`config.mk`:
```
export PLATFORM = sky130hd
export DESIGN_NAME = pwr_seq_top
export DESIGN_NICKNAME = d
export VERILOG_FILES = /design/src/rtl/pwr_seq_pkg.sv /design/src/rtl/pwr_tick_count.sv /design/src/rtl/pwr_debounce.sv /design/src/rtl/pwr_seq_top.sv
export SDC_FILE = /design/constraint.sdc
export NUM_CORES = 1
export LEC_CHECK = 0
export BUFFER_PORTS_ARGS = -buffer_cell sky130_fd_sc_hd__buf_2
export CAP_MARGIN = 20
export CORE_UTILIZATION = 45
export CTS_CLUSTER_SIZE = 25
export DETAILED_ROUTE_END_ITERATION = 16
export HOLD_SLACK_MARGIN = 0.15
export SLEW_MARGIN = 10
export SYNTH_ARGS = -nofsm -noshare
export SYNTH_HDL_FRONTEND = slang
export SYNTH_SLANG_ARGS = --single-unit
```
`constraint.sdc`:
```
create_clock -name clk -period 1.6 [get_ports clk]
set_clock_uncertainty 0.15 [all_clocks]
set_input_delay 0.32 -clock clk [delete_from_list [all_inputs] [get_ports clk]]
set_output_delay 0.32 -clock clk [all_outputs]
set_load 0.02 [all_outputs]
```
`src/rtl/pwr_seq_pkg.sv`:
```
`timescale 1ns/1ps
package pwr_seq_pkg;

    typedef enum logic [1:0] {
        PS_OFF  = 2'd0,
        PS_HOLD = 2'd1,
        PS_RUN  = 2'd2
    } pwr_state_e;

    // Counter width able to hold values 0 .. lim-1.
    function automatic int unsigned cnt_w(input int unsigned lim);
        return (lim < 2) ? 1 : $clog2(lim);
    endfunction

endpackage

```
`src/rtl/pwr_tick_count.sv`:
```
`timescale 1ns/1ps
module pwr_tick_count #(
    parameter int unsigned LIMIT = 4
) (
    input  logic clk,
    input  logic rst,
    input  logic clr,
    input  logic adv,
    output logic hit
);
    localparam int unsigned W = pwr_seq_pkg::cnt_w(LIMIT);

    logic [W-1:0] cnt;

    // hit marks the advance that completes LIMIT counted ticks
    assign hit = adv && (cnt == W'(LIMIT - 1));

    always_ff @(posedge clk) begin
        if (rst || clr)
            cnt <= '0;
        else if (adv)
            cnt <= hit ? '0 : cnt + 1'b1;
    end
endmodule

```
`src/rtl/pwr_debounce.sv`:
```
`timescale 1ns/1ps
module pwr_debounce #(
    parameter int unsigned DEB_TICKS = 2,
    parameter bit          IDLE_VAL  = 1'b1
) (
    input  logic clk,
    input  logic rst,
    input  logic tick,
    input  logic raw,
    output logic level
);
    logic s1, s2, differ, flip;

    always_ff @(posedge clk) begin
        if (rst) begin
            s1 <= IDLE_VAL;
            s2 <= IDLE_VAL;
        end else begin
            s1 <= raw;
            s2 <= s1;
        end
    end

    assign differ = (s2 != level);

    pwr_tick_count #(.LIMIT(DEB_TICKS)) u_cnt (
        .clk (clk),
        .rst (rst),
        .clr (!differ),
        .adv (tick && differ),
        .hit (flip)
    );

    always_ff @(posedge clk) begin
        if (rst)
            level <= IDLE_VAL;
        else if (flip)
            level <= s2;
    end
endmodule

```
`src/rtl/pwr_seq_top.sv`:
```
`timescale 1ns/1ps
module pwr_seq_top
    import pwr_seq_pkg::*;
#(
    parameter int unsigned DEB_TICKS  = 8,
    parameter int unsigned RST_TICKS  = 140,
    parameter int unsigned WDOG_TICKS = 35,
    parameter int unsigned SDT_TICKS  = 175,
    parameter bit          SDT_EN     = 1'b1
) (
    input  logic clk,
    input  logic rst,
    input  logic tick_ms,
    input  logic on_btn_n,
    input  logic off_hold,
    input  logic rail_good,
    input  logic soft_off,
    output logic main_rail_en,
    output logic rst_out_n,
    output logic on_echo,
    output logic pwr_down,
    output logic por_pulse
);
    pwr_state_e state, state_nx;
    logic on_lvl, on_prev, off_lvl, press;
    logic ever_on, por_arm;
    logic hold_cond, wd_cond;
    logic hold_hit, wd_hit, sd_hit;

    pwr_debounce #(.DEB_TICKS(DEB_TICKS), .IDLE_VAL(1'b1)) u_on_deb (
        .clk(clk), .rst(rst), .tick(tick_ms), .raw(on_btn_n), .level(on_lvl)
    );
    pwr_debounce #(.DEB_TICKS(DEB_TICKS), .IDLE_VAL(1'b0)) u_off_deb (
        .clk(clk), .rst(rst), .tick(tick_ms), .raw(off_hold), .level(off_lvl)
    );

    // new press = debounced button goes from released to pressed
    assign press = on_prev && !on_lvl;

    // reset hold timer counts only while the rail is good in HOLD
    assign hold_cond = (state == PS_HOLD) && rail_good;
    pwr_tick_count #(.LIMIT(RST_TICKS)) u_hold (
        .clk(clk), .rst(rst), .clr(!hold_cond),
        .adv(tick_ms && hold_cond), .hit(hold_hit)
    );

    // watchdog counts only when running, OFF low and button released
    assign wd_cond = (state == PS_RUN) && !off_lvl && on_lvl;
    pwr_tick_count #(.LIMIT(WDOG_TICKS)) u_wdog (
        .clk(clk), .rst(rst), .clr(!wd_cond),
        .adv(tick_ms && wd_cond), .hit(wd_hit)
    );

    generate
        if (SDT_EN) begin : g_sdt
            logic sd_cond;
            assign sd_cond = (state == PS_HOLD) && !rail_good && on_lvl;
            pwr_tick_count #(.LIMIT(SDT_TICKS)) u_sdt (
                .clk(clk), .rst(rst), .clr(!sd_cond),
                .adv(tick_ms && sd_cond), .hit(sd_hit)
            );
        end else begin : g_no_sdt
            assign sd_hit = 1'b0;
        end
    endgenerate

    always_comb begin
        state_nx = state;
        unique case (state)
            PS_OFF:  if (press) state_nx = PS_HOLD;
            PS_HOLD: begin
                if (soft_off || sd_hit) state_nx = PS_OFF;
                else if (hold_hit)      state_nx = PS_RUN;
            end
            PS_RUN: begin
                if (soft_off)        state_nx = PS_OFF;
                else if (!rail_good) state_nx = PS_HOLD;
                else if (wd_hit)     state_nx = PS_OFF;
            end
            default: state_nx = PS_OFF;
        endcase
    end

    always_ff @(posedge clk) begin
        if (rst) begin
            state     <= PS_OFF;
            on_prev   <= 1'b1;
            ever_on   <= 1'b0;
            por_arm   <= 1'b1;
            por_pulse <= 1'b0;
        end else begin
            state     <= state_nx;
            on_prev   <= on_lvl;
            ever_on   <= ever_on || (state_nx != PS_OFF);
            por_arm   <= 1'b0;
            por_pulse <= por_arm;
        end
    end

    assign main_rail_en = (state != PS_OFF);
    assign rst_out_n    = (state == PS_RUN);
    assign pwr_down     = (state == PS_OFF);
    assign on_echo      = ever_on ? on_lvl : 1'b1;
endmodule

```
### Word-level counts from Yosys, hierarchy flattened

Index checks and enable logic that the tools add are counted.
W data, S select, Z words.

| storage, ports and cells | value |
|---|---|
| bits in latches | 0 |
| output and inout bits | 5 |
| flip-flop bits (word level) | 40 |
| logic and storage cells | 78 |
| memories kept | 0 |
| memory bits (read-only) | 0 |
| bits in writable memories | 0 |

| cells by class | value |
|---|---|
| bitwise operators | 0 |
| shift operators | 0 |
| $lt $le $gt $ge | 0 |
| equal/unequal tests | 9 |
| $add $sub $neg | 5 |
| mux-type cells | 14 |
| $mul | 0 |
| div/mod/pow operators | 0 |
| reduce and logical (&&, ||, !) cells | 34 |

Operator list:

| operator | count |
|---|---|
| $add A8 B1 Y8 const B | 2 |
| $eq A8 B8 Y1 const B | 2 |
| $logic_and A1 B1 Y1 | 16 |
| $mux W8 | 2 |
| $mux W2 | 6 |
| $logic_not A1 Y1 | 8 |
| $logic_or A1 B1 Y1 | 7 |
| $add A3 B1 Y3 const B | 2 |
| $add A6 B1 Y6 const B | 1 |
| $eq A3 B3 Y1 const B | 2 |
| $eq A6 B6 Y1 const B | 1 |
| $mux W3 | 2 |
| $mux W6 | 1 |
| $pmux W2 S3 | 1 |
| $reduce_bool A2 Y1 | 2 |
| $eq A2 B1 Y1 const B | 1 |
| $eq A2 B2 Y1 const B | 1 |
| $logic_not A2 Y1 | 1 |
| $mux W1 | 2 |
| $ne A1 B1 Y1 | 2 |

### Logic depth before layout (Yosys ltp)

Gate-level depths: netlist of run 1.

| logic depth | value |
|---|---|
| depth after elaboration | 11 |
| mapped depth | 6 |

### By module

A second synthesis of run 1 with hierarchy kept.

| second synthesis, totals | value |
|---|---|
| cells, all modules | 213 |
| area, all modules | 1985.7 sq um |

Modules (own cells, without submodules):

| module | area an instance (sq um) | cells each | seq. area each (sq um) | times used |
|---|---|---|---|---|
| pwr_tick_count at g_sdt.u_sdt | 425.4 | 54 | 160.2 | 1 |
| pwr_tick_count at u_hold | 409.1 | 43 | 160.2 | 1 |
| pwr_seq_top | 325.3 | 36 | 120.1 | 1 |
| pwr_tick_count at u_wdog | 311.5 | 34 | 120.1 | 1 |
| pwr_tick_count at u_off_deb.u_cnt ... | 155.1 | 14 | 60.1 | 2 |
| pwr_debounce at u_on_deb | 102.6 | 9 | 60.1 | 1 |
| pwr_debounce at u_off_deb | 101.3 | 9 | 60.1 | 1 |

### Worst setup path after synthesis of run 1

No wires, ideal clock.

| timing | value |
|---|---|
| kind | register to register |
| from | reg g_sdt.u_sdt.cnt[0] |
| to | reg ever_on |
| path buffers | 0 |
| arrival time | 1.324 ns |
| setup slack | -0.015 ns |
| required time | 1.309 ns |
| clock period less this slack | 1.615 ns |
| library setup time | 0.141 ns |
| cell stages (with the launch flop) | 7 |
| cells stage by stage | dfxtp_1 inv_1 ha_1 nor4bb_1 nand3_1 o311ai_1 o211ai_1 |

| between the ends | value |
|---|---|
| cells in the longest elaborated chain, start to end | 7 |

Ends and longest elaborated chain:

| element | line | text |
|---|---|---|
| start: declaration | pwr_tick_count.sv:13 | `logic [W-1:0] cnt;` |
| start signal: assignment | pwr_tick_count.sv:22 | `cnt <= hit ? '0 : cnt + 1'b1;` |
| $eq A8 B8 Y1 | pwr_tick_count.sv:16 | `assign hit = adv && (cnt == W'(LIMIT - 1));` |
| $logic_and A1 B1 Y1 | pwr_tick_count.sv:16 |  |
| $logic_or A1 B1 Y1 | pwr_seq_top.sv:72 | `if (soft_off \|\| sd_hit) state_nx = PS_OFF;` |
| $mux W2 | pwr_seq_top.sv:72 |  |
| $pmux W2 S3 | pwr_seq_top.sv:69 | `unique case (state)` |
| $reduce_bool A2 Y1 | pwr_seq_top.sv:94 | `ever_on <= ever_on \|\| (state_nx != PS_OFF);` |
| $logic_or A1 B1 Y1 | pwr_seq_top.sv:94 |  |
| end signal: assignment | pwr_seq_top.sv:94 |  |
| end: declaration | pwr_seq_top.sv:26 | `logic ever_on, por_arm;` |

Every way passes these cells.
A chain may end at the register's enable or synchronous reset.

### Worst setup path in the final report of run 1

| timing | value |
|---|---|
| from | reg state[0] |
| to | out pwr_down |

| between the ends | value |
|---|---|
| cells in the longest elaborated chain, start to end | 1 |

Ends and longest elaborated chain:

| element | line | text |
|---|---|---|
| start: declaration | pwr_seq_top.sv:24 | `pwr_state_e state, state_nx;` |
| start signal: assignment | pwr_seq_top.sv:92 | `state <= state_nx;` |
| $logic_not A2 Y1 | pwr_seq_top.sv:102 | `assign pwr_down = (state == PS_OFF);` |
| end: declaration | pwr_seq_top.sv:21 | `output logic pwr_down,` |

Every way passes these cells.

==> results.py, run 1 <==
metrics = {
    "status": {
        "status": "finished with violations",
        "violations": "negative setup slack",
    },
    "worst_setup_path": {
        "rrSetupSlack_ns": 0,
        "reg2reg_from": "state[0]",
        "crit_chain": "buf_6 > or2_4 > inv_2 > buf_6",
        "crit_buf_inv": 3,
        "worstSetupStartpoint": "state[0]",
        "worstSetupPathType": "register to output port",
        "critPathMaxFanout": 2,
        "crit_path_max_incr_delay_ns": 0.36,
        "crit_family": "flip-flops",
        "worstReg2RegEnd": "u_wdog.cnt[1]",
        "arrival_ns": 1.16,
        "cp-end-kind": "output port",
        "crit_slowest_cell": "dfxtp_4",
        "start_kind": "register",
        "crit_top_cell": "buf_6",
        "cp.required_ns": 1.13,
        "r2r_cells": 5,
    },
    "timing": {
        "setup_tns_ns": -0.0354,
        "fin_crit_ns": 1.63,
        "hold_viol": 0,
        "finalWorstSetupSlack_ns": -0.0311,
        "fin_crit_sh_pct": 102,
        "drv_slew": 0,
        "rsz0062_at_grt": "true",
        "max_freq_mhz": 613,
        "final-setup-viol-count": 2,
        "maxSlewHeadroom_pct": 76.0,
        "worst_pin_slew_ns": 0.357,
    },
    "synthesis": {
        "synth-seq-cells": 40,
        "yosys.area.top_type": "dfxtp_1",
        "synthCells": 211,
        "syn_area_sq_um": 1880,
        "synth.avg_cell_area_sq_um": 8.89,
        "ys_warn_count": 0,
        "syn_nets": 227,
        "yosysTopAreaCellShare_pct": 42.7,
        "synthTopCellsByArea": "dfxtp_1 43%, ha_1 6.0%, nor2_1 5.2%",
        "ys_types": 42,
        "async_flop_share_pct": 0,
        "ys.flop_type": "dfxtp_1",
        "yosysSeqAreaShare_pct": 42.7,
        "synth_enable_flop_cells": 0,
    },
    "power_and_ir_drop": {
        "combPwrFrac_pct": 4.1,
        "ir_worst_vdd_v": 0.000544,
        "clockPowerShare_pct": 39.4,
        "p_int_uw": 1390,
        "seqPwrFrac_pct": 56.5,
        "power.net_switching_uw": 392,
        "powerDensity_nw_per_um2": 709,
        "power.leakage_uw": 0.000962,
        "total_power_uw": 1780,
        "swShare_pct": 22.0,
    },
    "routing": {
        "wl_met1_um": 1950,
        "vias_per_cell": 5.23,
        "wire_per_inst_um": 13.7,
        "top_layer": "met4",
        "wl_met3_um": 118,
        "drt-pass1-iter-count": 4,
        "totalWireLength_um": 4280,
        "wl_met2_um": 2160,
        "num_vias": 1631,
        "drtAntennaViolNets": 0,
        "drc_errors": 0,
        "drtIter0Drc": 80,
    },
    "floorplan": {
        "die_w_um": 66.6,
        "start_util_pct": 46.9,
        "io_pins": 12,
        "die-height_um": 66.6,
        "dieArea_sq_um": 4430,
        "core_sq_um": 4000,
        "placementRows": 23,
    },
    "clock_network": {
        "htree_levels": 2,
        "clk_latency_ns": 0.29,
        "cts_buffers": 5,
        "cts_max_path_buffers": 2,
        "cts_root_buffer": "clkbuf_8",
        "cts_tree": "yes",
        "path_clk_slew_ns": 0.08,
        "cts.sinks": 40,
    },
    "grt": {
        "antenna_found_initial": 0,
        "grt_usage_pct": 20.8,
        "grt_max_degree": 13,
        "grt-ovfl-total": 0,
        "grt_pass1_wl_um": 6870,
        "grt_pass1_vias": 1587,
    },
    "finish": {
        "final_nets": 277,
        "antenna_cells": 0,
        "syn_to_final_growth_pct": 33.6,
        "postLayoutCoreUtil_pct": 62.7,
        "layout-drive-gt1-share_pct": 32.8,
        "fin_area_sq_um": 2510,
    },
    "worst_hold_path": {
        "min_to": "state[1]",
        "hold_path_class": "input pin to register",
        "min_delay_path_depth": 3,
        "hold_start": "soft_off",
    },
    "placed_design": {
        "place.gp.congestion": 0.847,
        "port-buffer-count": 11,
        "hpwl_um": 3110,
        "place_area_sq_um": 2200,
        "pre_cts_ws_ns": -0.140,
    },
    "run": {
        "drv_cap": 0,
    },
}
[registers in the layout (all words and copies together) (netlist names), 2 cells and up]
| name | count |
|---|---|
| u_off_deb.u_cnt.cnt | 3 |
| u_hold.cnt | 8 |
| u_on_deb.u_cnt.cnt | 3 |
| u_wdog.cnt | 6 |
| state | 2 |
| g_sdt.u_sdt.cnt | 8 |
[per-stage QoR]
step           cells  hold slack (ns)
2_1_floorplan    211            0.198
5_1_grt          312            0.185
3_3_place_gp     297            0.248
3_5_place_dp     297            0.264
6_report         312            0.179
4_1_cts          309            0.169
[what timing repair did]
item                                    4_1_cts  5_1_grt
gates resized for setup                      14       26
setup buffers                                 1        3
pin swaps                                     6       12
endpoints found under the setup margin       21       21
hold buffers                                  3        0
hold endpoints to repair                      4        0
[synth_stat cells, types with 2 or more instances]
library cell,count
dfxtp_1,40
nor2_1,26
nand2_1,18
nand3_1,17
a21oi_1,10
xnor2_1,10
ha_1,9
xor2_1,9
nor3_1,8
inv_1,6
and3_1,5
nand3b_1,5
nor2b_1,5
or2_2,4
nand2b_1,3
nand4_1,3
nor4_1,3
buf_2,2
mux2i_1,2
o211ai_1,2
o21ai_0,2
or3_1,2
[worst max-delay path by stage]
stage,endpoint,slack (ns),cells past startpoint
floorplan,ever_on,0.003,6
global placement,ever_on,-0.06,6
detailed placement,ever_on,-0.14,6
CTS,pwr_down,-0.03,4
global route,g_sdt.u_sdt.cnt[7],-0.10,4
finish,pwr_down,-0.03,4
[power groups by stage]
| stage | clock network (uW) | registers (uW) | logic (uW) |
|---|---|---|---|
| 2_1_floorplan | 0 | 1030 | 33.1 |
| 3_3_place_gp | 0 | 1030 | 65.0 |
| 3_5_place_dp | 0 | 1030 | 67.1 |
| 4_1_cts | 715 | 1000 | 73.0 |
| 5_1_grt | 758 | 1000 | 80.4 |
| 6_report | 700 | 1000 | 73.2 |
[tightest hold or removal path: cells and delay by family]
| family | cells | cell delay (ns) |
|---|---|---|
| simple gates | 1 | 0.11 |
| compound gates | 1 | 0.06 |
| buf+inv | 1 | 0.11 |
[area by class of cell]
type,count,area (sq um)
fillers,341,1490
multi-input cells,158,1140
flip-flops and latches,40,812
repair buffers,49,374
clock buffers,7,86.3
well taps,50,62.6
inverters,7,26.3
clock inverters,1,7.51
[routing by layer]
metal	GRT usage [%]	up-vias
met4	9.84	0
li1	-	826
met3	4.28	4
met2	36.5	24
met5	0	-
met1	23.9	777
[cell families after synthesis]
group | share of synthesized area, %
muxes | 1.67
xor gates and xnor gates | 8.87
adders and majority gates | 6.00
DFF | 42.7
and+or+nand+nor | 31.5
buffers and inverters | 3.00
AOI/OAI and AO/OA | 6.27
[placed cells by master, fill, tap and decap left out, types with 4 or more instances in the layout]
cell      instances
xor2_1            9
nor2b_1           4
nand3_1          16
dfxtp_1          33
buf_6             5
dfxtp_2           6
nor2_1           26
a21oi_1           9
xnor2_1          10
nand3b_1          5
nand2_1          18
buf_2             8
buf_4            33
nor3_1            8
ha_1              6
clkbuf_8          6
Note: power is estimated with default switching activity, not from simulation.
==> run 2, diff against run 1 <==
--- a/config.mk
+++ b/config.mk
@@ -7,10 +7,12 @@
 export LEC_CHECK = 0
 export BUFFER_PORTS_ARGS = -buffer_cell sky130_fd_sc_hd__buf_2
 export CAP_MARGIN = 20
-export CORE_UTILIZATION = 45
+export CORE_MARGIN = 4
+export CORE_UTILIZATION = 52
 export CTS_CLUSTER_SIZE = 25
 export DETAILED_ROUTE_END_ITERATION = 16
 export HOLD_SLACK_MARGIN = 0.15
+export PLACE_DENSITY = 0.73
 export SLEW_MARGIN = 10
 export SYNTH_ARGS = -nofsm -noshare
 export SYNTH_HDL_FRONTEND = slang
==> run 2 against run 1 <==
Final area rose by 10%. Non-clock buffer count rose by 17. First-iteration DRC count rose by 50%. Clock power fell by 33%. The run still ends with negative setup slack left. Sequential share of layout area fell by 2.9 points. Critical endpoint is now g_sdt.u_sdt.cnt[6].
==> results.py, run 2 (synthesis results as in run 1) <==
metrics = {
    "status": {
        "status": "finished with violations",
        "violations": "negative setup slack",
    },
    "floorplan": {
        "io_pins": 12,
        "placementRows": 21,
        "core_sq_um": 3420,
        "die_w_um": 68.1,
        "start_util_pct": 54.9,
        "dieArea_sq_um": 4630,
        "die-height_um": 68.1,
    },
    "placed_design": {
        "pre_cts_ws_ns": -0.0948,
        "hpwl_um": 2860,
        "place.gp.congestion": 0.812,
        "port-buffer-count": 11,
    },
    "timing": {
        "fin_crit_ns": 1.76,
        "hold_viol": 0,
        "worst_pin_slew_ns": 0.375,
        "maxSlewHeadroom_pct": 74.9,
        "fin_crit_sh_pct": 110,
        "setup_tns_ns": -0.808,
        "finalWorstSetupSlack_ns": -0.157,
        "max_freq_mhz": 569,
        "hold_ws_ns": 0.262,
        "final-setup-viol-count": 17,
        "drv_slew": 0,
        "rsz0062_at_grt": "true",
    },
    "grt": {
        "grt-ovfl-total": 0,
        "antenna_found_initial": 0,
        "grt_pass1_wl_um": 7220,
        "grt_max_degree": 12,
        "grt_usage_pct": 20.5,
        "grt_pass1_vias": 1638,
    },
    "finish": {
        "top_regs": "g_sdt.u_sdt.cnt x8, u_hold.cnt x8, u_wdog.cnt x6",
        "layout-drive-gt1-share_pct": 45.3,
        "final_common_cell": "buf_4",
        "layout_common_cells": "42 x buf_4, 29 x dfxtp_1, 21 x nor2_1",
        "final_nets": 294,
        "postLayoutCoreUtil_pct": 80.8,
        "n_fill_cell": 201,
        "syn_to_final_growth_pct": 47.1,
        "antenna_cells": 0,
    },
    "routing": {
        "drtIter0Drc": 120,
        "drtAntennaViolNets": 0,
        "vias_per_cell": 5.48,
        "drt-pass1-iter-count": 4,
        "num_vias": 1775,
        "wire_per_inst_um": 15.9,
        "totalWireLength_um": 5150,
        "drc_errors": 0,
    },
    "worst_setup_path": {
        "arrival_ns": 1.84,
        "cp.required_ns": 1.69,
        "worstSetupPathType": "register to register",
        "critPathMaxFanout": 6,
        "cp-end-kind": "register",
        "start_kind": "register",
    },
    "power_and_ir_drop": {
        "ir_worst_vdd_v": 0.000725,
        "powerDensity_nw_per_um2": 566,
        "total_power_uw": 1560,
        "power.leakage_uw": 0.00108,
    },
    "clock_network": {
        "cts.sinks": 40,
        "clk_latency_ns": 0.34,
        "cts_buffers": 5,
        "cts_tree": "yes",
        "path_clk_slew_ns": 0.11,
        "cts_root_buffer": "clkbuf_4",
        "cts_max_path_buffers": 2,
        "htree_levels": 2,
    },
    "worst_hold_path": {
        "hold_path_class": "input pin to register",
    },
    "run": {
        "drv_cap": 0,
    },
}
[run 2: final cells by class]
cell class / instances / area (sq um) / area share, %
multi-input combinational: 158 / 1280 / 46.4
tap: 46 / 57.6 / 2.08
timing repair buffer: 66 / 531 / 19.2
sequential: 40 / 815 / 29.5
inverter: 7 / 30.0 / 1.09
clock buffer: 6 / 41.3 / 1.50
clock inverter: 1 / 5.00 / 0.181
[run 2: routing by layer]
metal | GRT usage, % | wire [um] | part of all wire, %
met5 | 0 | 0 | 0
met4 | 6.70 | 179 | 3.5
met3 | 5.58 | 219 | 4.3
met2 | 33.0 | 2620 | 51
met1 | 26.3 | 2120 | 41
[run 2: final timing paths]
path / start / to / slack [ns] / cells after the start
max reg2reg: state[0] / g_sdt.u_sdt.cnt[6] / -0.16 / 7
max: state[0] / g_sdt.u_sdt.cnt[6] / -0.16 / 7
min reg2reg: u_on_deb.s1 / u_on_deb.s2 / 0.27 / 1
min: rail_good / u_hold.cnt[6] / 0.26 / 4
[run 2: timing repair]
action / CTS / global route
cloned: 0 / 0
endpoints found under the hold margin: 4 / 0
hold buffers: 4 / 0
pin swaps: 7 / 19
gates resized for setup: 21 / 58
endpoints found under the setup margin: 19 / 27
setup buffers: 2 / 10
[run 2: power breakdown]
part / switching [uW] / internal [uW]
Clock: 307 / 162
Sequential: 2.90 / 1000
Combinational: 46.3 / 40.9
[run 2: through the flow]
| step | cells | instance area, sq um |
|---|---|---|
| detailed placement | 301 | 2260 |
| global placement | 301 | 2260 |
| CTS | 314 | 2440 |
| global route | 324 | 2760 |
| finish | 324 | 2760 |
| floorplan | 211 | 1880 |
[run 2: critical path: stages, from the launching register on]
cell	delay, ns
dfxtp_2	0.38
buf_6	0.13
nand3b_1	0.22
buf_4	0.22
buf_6	0.12
nor3_4	0.19
xnor2_1	0.17
nor2_1	0.07
